==> config.mk <==
export PLATFORM = sky130hd
export DESIGN_NAME = lkcmd_core
export DESIGN_NICKNAME = d
export VERILOG_FILES = /design/src/rtl/lkcmd_pkg.sv /design/src/rtl/lkcmd_decode.sv /design/src/rtl/lkcmd_regfile.sv /design/src/rtl/lkcmd_core.sv
export SDC_FILE = /design/constraint.sdc
export NUM_CORES = 1
export LEC_CHECK = 0
export BUFFER_PORTS_ARGS = -buffer_cell sky130_fd_sc_hd__buf_2
export CAP_MARGIN = 20
export CORE_ASPECT_RATIO = 1.4
export CORE_MARGIN = 2
export CORE_UTILIZATION = 60
export DETAILED_ROUTE_END_ITERATION = 12
export PLACE_DENSITY = 0.9
export SKIP_LAST_GASP = 1
export SYNTH_ARGS = -nofsm -noshare
export SYNTH_HDL_FRONTEND = slang
export SYNTH_SLANG_ARGS = --single-unit
==> constraint.sdc <==
create_clock -name clk -period 5.2 [get_ports clk]
set_clock_uncertainty 0.2 [all_clocks]
set_input_delay 0.78 -clock clk [delete_from_list [all_inputs] [get_ports clk]]
set_output_delay 0.78 -clock clk [all_outputs]
set_load 0.02 [all_outputs]
==> src/rtl/lkcmd_pkg.sv <==
package lkcmd_pkg;
  typedef enum logic [3:0] {
    K_NULL, K_RESET, K_STBY, K_WAKE, K_LOCK, K_UNLOCK,
    K_RREG, K_RREGS, K_WREG, K_BAD
  } op_kind_e;

  localparam logic [15:0] OP_NULL   = 16'h0000;
  localparam logic [15:0] OP_RESET  = 16'h0011;
  localparam logic [15:0] OP_STBY   = 16'h0022;
  localparam logic [15:0] OP_WAKE   = 16'h0033;
  localparam logic [15:0] OP_LOCK   = 16'h0555;
  localparam logic [15:0] OP_UNLOCK = 16'h0655;
  localparam logic [15:0] RSP_READY = 16'hFF04;
  localparam logic [7:0]  NULL_HDR  = 8'h22;
  localparam int STAT_ADDR  = 2;
  localparam int STBY_BIT   = 0;
  localparam int FAULT_BIT  = 1;

  function automatic logic [7:0] reg_default(input int unsigned a);
    return 8'(a) ^ 8'h5A;
  endfunction

  function automatic logic lock_exempt(input op_kind_e k);
    return (k == K_NULL) || (k == K_UNLOCK) || (k == K_RREG) || (k == K_RREGS);
  endfunction

  function automatic logic [7:0] stat_byte(input logic standby, input logic fault);
    logic [7:0] s;
    s = 8'h00;
    s[STBY_BIT]  = standby;
    s[FAULT_BIT] = fault;
    return s;
  endfunction
endpackage

==> src/rtl/lkcmd_decode.sv <==
module lkcmd_decode
  import lkcmd_pkg::*;
#(
  parameter int NREG    = 16,
  parameter int RO_REGS = 3
) (
  input  logic [15:0] cmd,
  input  logic        locked,
  output op_kind_e    kind,
  output logic [4:0]  addr,
  output logic [7:0]  data,
  output logic        permit
);
  localparam logic [5:0] NREG6 = 6'(NREG);
  localparam logic [5:0] RO6   = 6'(RO_REGS);

  logic [5:0] a6;
  assign addr = cmd[12:8];
  assign data = cmd[7:0];
  assign a6   = {1'b0, cmd[12:8]};

  always_comb begin
    kind = K_BAD;
    case (cmd)
      OP_NULL:   kind = K_NULL;
      OP_RESET:  kind = K_RESET;
      OP_STBY:   kind = K_STBY;
      OP_WAKE:   kind = K_WAKE;
      OP_LOCK:   kind = K_LOCK;
      OP_UNLOCK: kind = K_UNLOCK;
      default: begin
        if (cmd[15:13] == 3'b001) begin
          if (cmd[7:0] == 8'h00) kind = (a6 < NREG6) ? K_RREG : K_BAD;
          else                   kind = ((a6 + 6'd1) < NREG6) ? K_RREGS : K_BAD;
        end else if (cmd[15:13] == 3'b010) begin
          kind = (a6 >= RO6 && a6 < NREG6) ? K_WREG : K_BAD;
        end
      end
    endcase
  end

  assign permit = (kind != K_BAD) && (!locked || lock_exempt(kind));
endmodule

==> src/rtl/lkcmd_regfile.sv <==
module lkcmd_regfile
  import lkcmd_pkg::*;
#(
  parameter int NREG    = 16,
  parameter int RO_REGS = 3,
  localparam int AW     = $clog2(NREG)
) (
  input  logic          clk,
  input  logic          rst_n,
  input  logic          clr,
  input  logic          we,
  input  logic [AW-1:0] waddr,
  input  logic [7:0]    wdata,
  input  logic [AW-1:0] raddr_a,
  input  logic [AW-1:0] raddr_b,
  output logic [7:0]    rdata_a,
  output logic [7:0]    rdata_b
);
  logic [7:0] mem [NREG];

  for (genvar i = 0; i < NREG; i++) begin : g_ent
    if (i < RO_REGS) begin : g_ro
      assign mem[i] = reg_default(i);
    end else begin : g_rw
      logic [7:0] q;
      always_ff @(posedge clk or negedge rst_n) begin
        if (!rst_n)                               q <= reg_default(i);
        else if (clr)                             q <= reg_default(i);
        else if (we && waddr == AW'(i))           q <= wdata;
      end
      assign mem[i] = q;
    end
  end

  assign rdata_a = (int'(raddr_a) < NREG) ? mem[raddr_a] : 8'h00;
  assign rdata_b = (int'(raddr_b) < NREG) ? mem[raddr_b] : 8'h00;
endmodule

==> src/rtl/lkcmd_core.sv <==
module lkcmd_core
  import lkcmd_pkg::*;
#(
  parameter int NREG    = 16,
  parameter int RO_REGS = 3
) (
  input  logic        clk,
  input  logic        rst_n,
  input  logic        frame_vld,
  input  logic [15:0] cmd_word,
  output logic [15:0] rsp_word
);
  localparam int AW = $clog2(NREG);

  op_kind_e   kind;
  logic [4:0] addr, addr_b;
  logic [7:0] data, rf_a, rf_b, rd_a, rd_b, stat1;
  logic       permit, accept, reject, soft_rst, wr_en, stat_read;
  logic       locked, standby, fault;
  logic [15:0] rsp_q, rsp_next;

  lkcmd_decode #(.NREG(NREG), .RO_REGS(RO_REGS)) u_dec (
    .cmd(cmd_word), .locked(locked), .kind(kind),
    .addr(addr), .data(data), .permit(permit)
  );

  assign accept   = frame_vld && permit;
  assign reject   = frame_vld && !permit;
  assign soft_rst = accept && (kind == K_RESET);
  assign wr_en    = accept && (kind == K_WREG);
  assign addr_b   = addr + 5'd1;

  lkcmd_regfile #(.NREG(NREG), .RO_REGS(RO_REGS)) u_rf (
    .clk(clk), .rst_n(rst_n), .clr(soft_rst), .we(wr_en),
    .waddr(addr[AW-1:0]), .wdata(data),
    .raddr_a(addr[AW-1:0]), .raddr_b(addr_b[AW-1:0]),
    .rdata_a(rf_a), .rdata_b(rf_b)
  );

  assign stat1 = stat_byte(standby, fault);
  assign rd_a  = (addr   == 5'(STAT_ADDR)) ? stat1 : rf_a;
  assign rd_b  = (addr_b == 5'(STAT_ADDR)) ? stat1 : rf_b;

  assign stat_read = accept && ((kind == K_NULL) ||
                     (kind == K_RREG  && addr == 5'(STAT_ADDR)) ||
                     (kind == K_RREGS && (addr == 5'(STAT_ADDR) || addr_b == 5'(STAT_ADDR))));

  always_comb begin
    if (!permit) rsp_next = {NULL_HDR, stat_byte(standby, 1'b1)};
    else begin
      case (kind)
        K_NULL:  rsp_next = {NULL_HDR, stat1};
        K_RESET: rsp_next = RSP_READY;
        K_RREG:  rsp_next = {3'b001, addr, rd_a};
        K_RREGS: rsp_next = {rd_a, rd_b};
        default: rsp_next = cmd_word;
      endcase
    end
  end

  always_ff @(posedge clk or negedge rst_n) begin
    if (!rst_n) begin
      locked  <= 1'b1;
      standby <= 1'b1;
      fault   <= 1'b0;
      rsp_q   <= RSP_READY;
    end else if (frame_vld) begin
      rsp_q <= rsp_next;
      if (soft_rst) begin
        locked  <= 1'b1;
        standby <= 1'b1;
        fault   <= 1'b0;
      end else begin
        if (reject)         fault <= 1'b1;
        else if (stat_read) fault <= 1'b0;
        if (accept && kind == K_UNLOCK) locked  <= 1'b0;
        if (accept && kind == K_LOCK)   locked  <= 1'b1;
        if (accept && kind == K_STBY)   standby <= 1'b1;
        if (accept && kind == K_WAKE)   standby <= 1'b0;
      end
    end
  end

  assign rsp_word = rsp_q;

  assert_ready_after_reset_R7: assert property (@(posedge clk) disable iff (!rst_n)
    soft_rst |=> (rsp_word == RSP_READY && locked && standby && !fault));

  assert_locked_write_refused_R4: assert property (@(posedge clk) disable iff (!rst_n)
    (frame_vld && locked && kind == K_WREG) |=> (rsp_word[15:8] == NULL_HDR && fault));

  assert_rsp_hold_R3: assert property (@(posedge clk) disable iff (!rst_n)
    !frame_vld |=> $stable(rsp_word));

  assert_unlock_clears_R6: assert property (@(posedge clk) disable iff (!rst_n)
    (frame_vld && kind == K_UNLOCK) |=> (!locked && rsp_word == OP_UNLOCK));

  assert_fault_on_bad_R5: assert property (@(posedge clk) disable iff (!rst_n)
    (frame_vld && kind == K_BAD) |=> fault);
endmodule

==> load_flow_metrics.sql <==
INSERT INTO impl_metrics (metric_group, metric, value, unit) VALUES
('placement', 'io_buffers', '34', ''),
('clock_network', 'holdBufCountCts', '0', ''),
('sta', 'max_clock_freq', '257', 'MHz'),
('routing', 'vias_cell', '7.60', ''),
('worst_setup_path', 'maximum_fanout_along_the_worst_path', '11', ''),
('routing', 'routedLengthMet1', '8.28', 'mm'),
('min_path', 'hold_path_class', 'reg -> reg', ''),
('synth', 'mappedNetlistArea', '7710', 'sq um'),
('die', 'chipWidth', '99.8', 'um'),
('worst_setup_path', 'data_arrival_critical_path', '4.02', 'ns'),
('pwr', 'swShare', '0.267', ''),
('sta', 'max-slew-margin-rel', '0.325', ''),
('routing', 'initialDrtViolationCount', '897', ''),
('clock_network', 'cts_buffer_depth', '2', ''),
('pwr', 'pwr-share-clk', '0.485', ''),
('synth', 'synth-seq-area-share', '0.409', ''),
('clock_network', 'setup_repair_bufs_after_cts', '0', ''),
('synth', 'async_flop_share', '1.00', ''),
('clock_network', 'htreeDepth', '4', ''),
('routing', 'dr.max_layer_used', 'met4', ''),
('cells_and_area', 'insertedDiodeCount', '0', ''),
('flow_run', 'drv.max_cap_violation_count', '0', ''),
('routing', 'detailedRoute.firstPassIterationCount', '6', ''),
('synth', 'synth_commonest_cells', 'sky130_fd_sc_hd__nand2_1 (101), sky130_fd_sc_hd__dfstp_2 (63), sky130_fd_sc_hd__dfrtp_1 (60), sky130_fd_sc_hd__a22o_1 (44), sky130_fd_sc_hd__mux4_2 (44)', ''),
('clock_network', 'clockRootBuffer', 'sky130_fd_sc_hd__clkbuf_16', ''),
('clock_network', 'clk-insertion-delay-late', '0.42', 'ns'),
('grt', 'grt_pass1_wl', '38.9', 'mm'),
('grt', 'track_usage', '0.375', ''),
('placement', 'dp_hpwl', '17.1', 'mm'),
('synth', 'synthesis.instances', '724', ''),
('pwr', 'cell_internal_pwr', '1.80', 'mW'),
('worst_setup_path', 'critical_path.startpoint_type', 'input port', ''),
('routing', 'routed-wl-met2', '12.0', 'mm'),
('clock_network', 'cts-buffers-inserted', '17', ''),
('routing', 'routed-via-count', '6811', ''),
('clock_network', 'clock_sinks', '123', ''),
('synth', 'netlist_top_cells_area', 'sky130_fd_sc_hd__dfstp_2 (21%), sky130_fd_sc_hd__dfrtp_1 (19%), sky130_fd_sc_hd__mux4_2 (13%)', ''),
('die', 'initial_utilization', '0.608', ''),
('synth', 'synth-seq-cells', '123', ''),
('routing', 'drt-total-wl', '24.9', 'mm'),
('sta', 'setup_viol_count_final', '0', ''),
('synth', 'yosys.area.top_type', 'sky130_fd_sc_hd__dfstp_2', ''),
('status', 'run_status', 'finished clean', ''),
('routing', 'routed_wire_length_per_instance', '27.8', 'um'),
('worst_setup_path', 'r2r-start', 'u_rf.g_ent[15].g_rw.q[2]', ''),
('synth', 'number_of_warnings_reported_in_the_yosys_synthesis_log', '0', ''),
('pwr', 'ir_worst_vdd', '0.184', 'mV'),
('grt', 'grt_overflow_total', '0', ''),
('sta', 'final_period_minus_worst_setup_slack', '3.89', 'ns'),
('die', 'design.core.area', '12700', 'sq um'),
('pwr', 'switching_power', '0.655', 'mW'),
('sta', 'totalNegativeSetupSlack', '0', 'ns'),
('clock_network', 'clkTransAtPathRegs', '0.06', 'ns'),
('synth', 'synth.distinct_cells', '72', ''),
('worst_setup_path', 'criticalPathCategory', 'in -> reg', ''),
('pwr', 'power.density', '288', 'nW/um^2'),
('sta', 'timing.final.crit_share', '0.749', ''),
('cells_and_area', 'finish.net_count', '753', ''),
('sta', 'rsz0062_at_grt', 'false', ''),
('sta', 'hold_viol', '0', ''),
('die', 'die_height', '138', 'um'),
('routing', 'detail-route-antenna-nets', '0', ''),
('routing', 'detail_route.drc_violations', '0', ''),
('clock_network', 'cts.repair.resized', '0', ''),
('pwr', 'p_comb_frac', '0.112', ''),
('worst_setup_path', 'critPathLaunch', 'cmd_word[8]', ''),
('grt', 'first_global_vias', '6835', ''),
('synth', 'synthesis.nets', '747', ''),
('grt', 'antenna_found_initial', '0', ''),
('min_path', 'worst_hold_startpoint', 'u_rf.g_ent[14].g_rw.q[4]', ''),
('placement', 'dpl_worst_slack', '0.939', 'ns');
## cell usage in the layout (no fill, tap or decap), drive strengths merged, types with 4 or more instances in the layout
master	count
and2	8
nand3	31
nor4	19
inv	26
nand2	101
a211oi	6
o22a	8
a31oi	12
nor2	35
clkinv	4
a21boi	4
ha	4
a21oi	23
a222oi	5
a2bb2oi	8
dfrtp	60
or4	12
mux4	44
dfstp	63
clkbuf	20
mux2i	36
nor3	9
mux2	4
and3	7
xor2	4
o21ai	20
o221ai	5
a22o	44
buf	52
a22oi	7
a211o	4
o22ai	9
## cell type report
class | instances | area (sq um)
multi-input combinational | 513 | 4190
fill | 913 | 4150
sequential | 123 | 3160
clock buffer | 20 | 457
timing repair buffer | 52 | 320
tap | 153 | 191
clock inverter | 12 | 136
inverter | 23 | 86.3
## flip-flops by register name, summed over array words and instances, names as in the netlist
register / flops
u_rf.g_ent.g_rw.q: 104
fault: 1
locked: 1
rsp_word: 16
standby: 1
## worst max-delay path, stage by stage
cell,delay [ns]
sky130_fd_sc_hd__buf_2,0.12
sky130_fd_sc_hd__inv_1,0.16
sky130_fd_sc_hd__ha_1,0.19
sky130_fd_sc_hd__or3b_2,0.48
sky130_fd_sc_hd__nor3_2,0.43
sky130_fd_sc_hd__a2bb2oi_1,0.24
sky130_fd_sc_hd__nor4_1,0.38
sky130_fd_sc_hd__and2_1,0.67
sky130_fd_sc_hd__buf_4,0.27
sky130_fd_sc_hd__nor3_1,0.07
sky130_fd_sc_hd__a21oi_1,0.23
## routing by layer
layer  vias up  GRT usage
li1       2771          -
met1      3305      0.436
met2       549      0.596
met3       186     0.0976
met4         0      0.268
met5         -          0
## metrics by stage
stage	cells	hold slack [ns]	instance area, sq um	total power [mW]
2_1_floorplan	724	0.254	7710	1.17
3_3_place_gp	863	0.264	7940	1.26
3_5_place_dp	863	0.273	7940	1.27
4_1_cts	895	0.284	8530	2.45
5_1_grt	896	0.315	8540	2.52
6_report	896	0.280	8540	2.45
## cells by family (layout without fill, tap and decap cells)
family | count (synthesis) | in the layout | synth area share
xor gates and xnor gates | 7 | 7 | 0.00795
muxes | 84 | 84 | 0.181
and+or+nand+nor | 243 | 243 | 0.174
DFF | 123 | 123 | 0.409
buffers and inverters | 88 | 107 | 0.0472
AOI/OAI and AO/OA | 175 | 175 | 0.174
adders and majority gates | 4 | 4 | 0.00649
## power by group through the flow
| stage | logic (mW) | registers [mW] | clock network [mW] |
|---|---|---|---|
| floorplan | 0.167 | 1.01 | 0 |
| global placement | 0.261 | 1.00 | 0 |
| detailed placement | 0.267 | 1.00 | 0 |
| CTS | 0.268 | 0.987 | 1.20 |
| global route | 0.292 | 0.988 | 1.24 |
| finish | 0.276 | 0.988 | 1.19 |
## path summary, 6_finish.rpt
check	end	slack [ns]	cells after the start
worst max-delay path	u_rf.g_ent[8].g_rw.q[4]	1.31	11
worst min-delay path	u_rf.g_ent[14].g_rw.q[4]	0.28	2
worst max register to register	rsp_word[2]	2.52	7
worst min register to register	u_rf.g_ent[14].g_rw.q[4]	0.28	2
max in group asynchronous	rsp_word[2]	3.36	2
min in group asynchronous	fault	0.32	1
(Power assumes the default switching activity.)
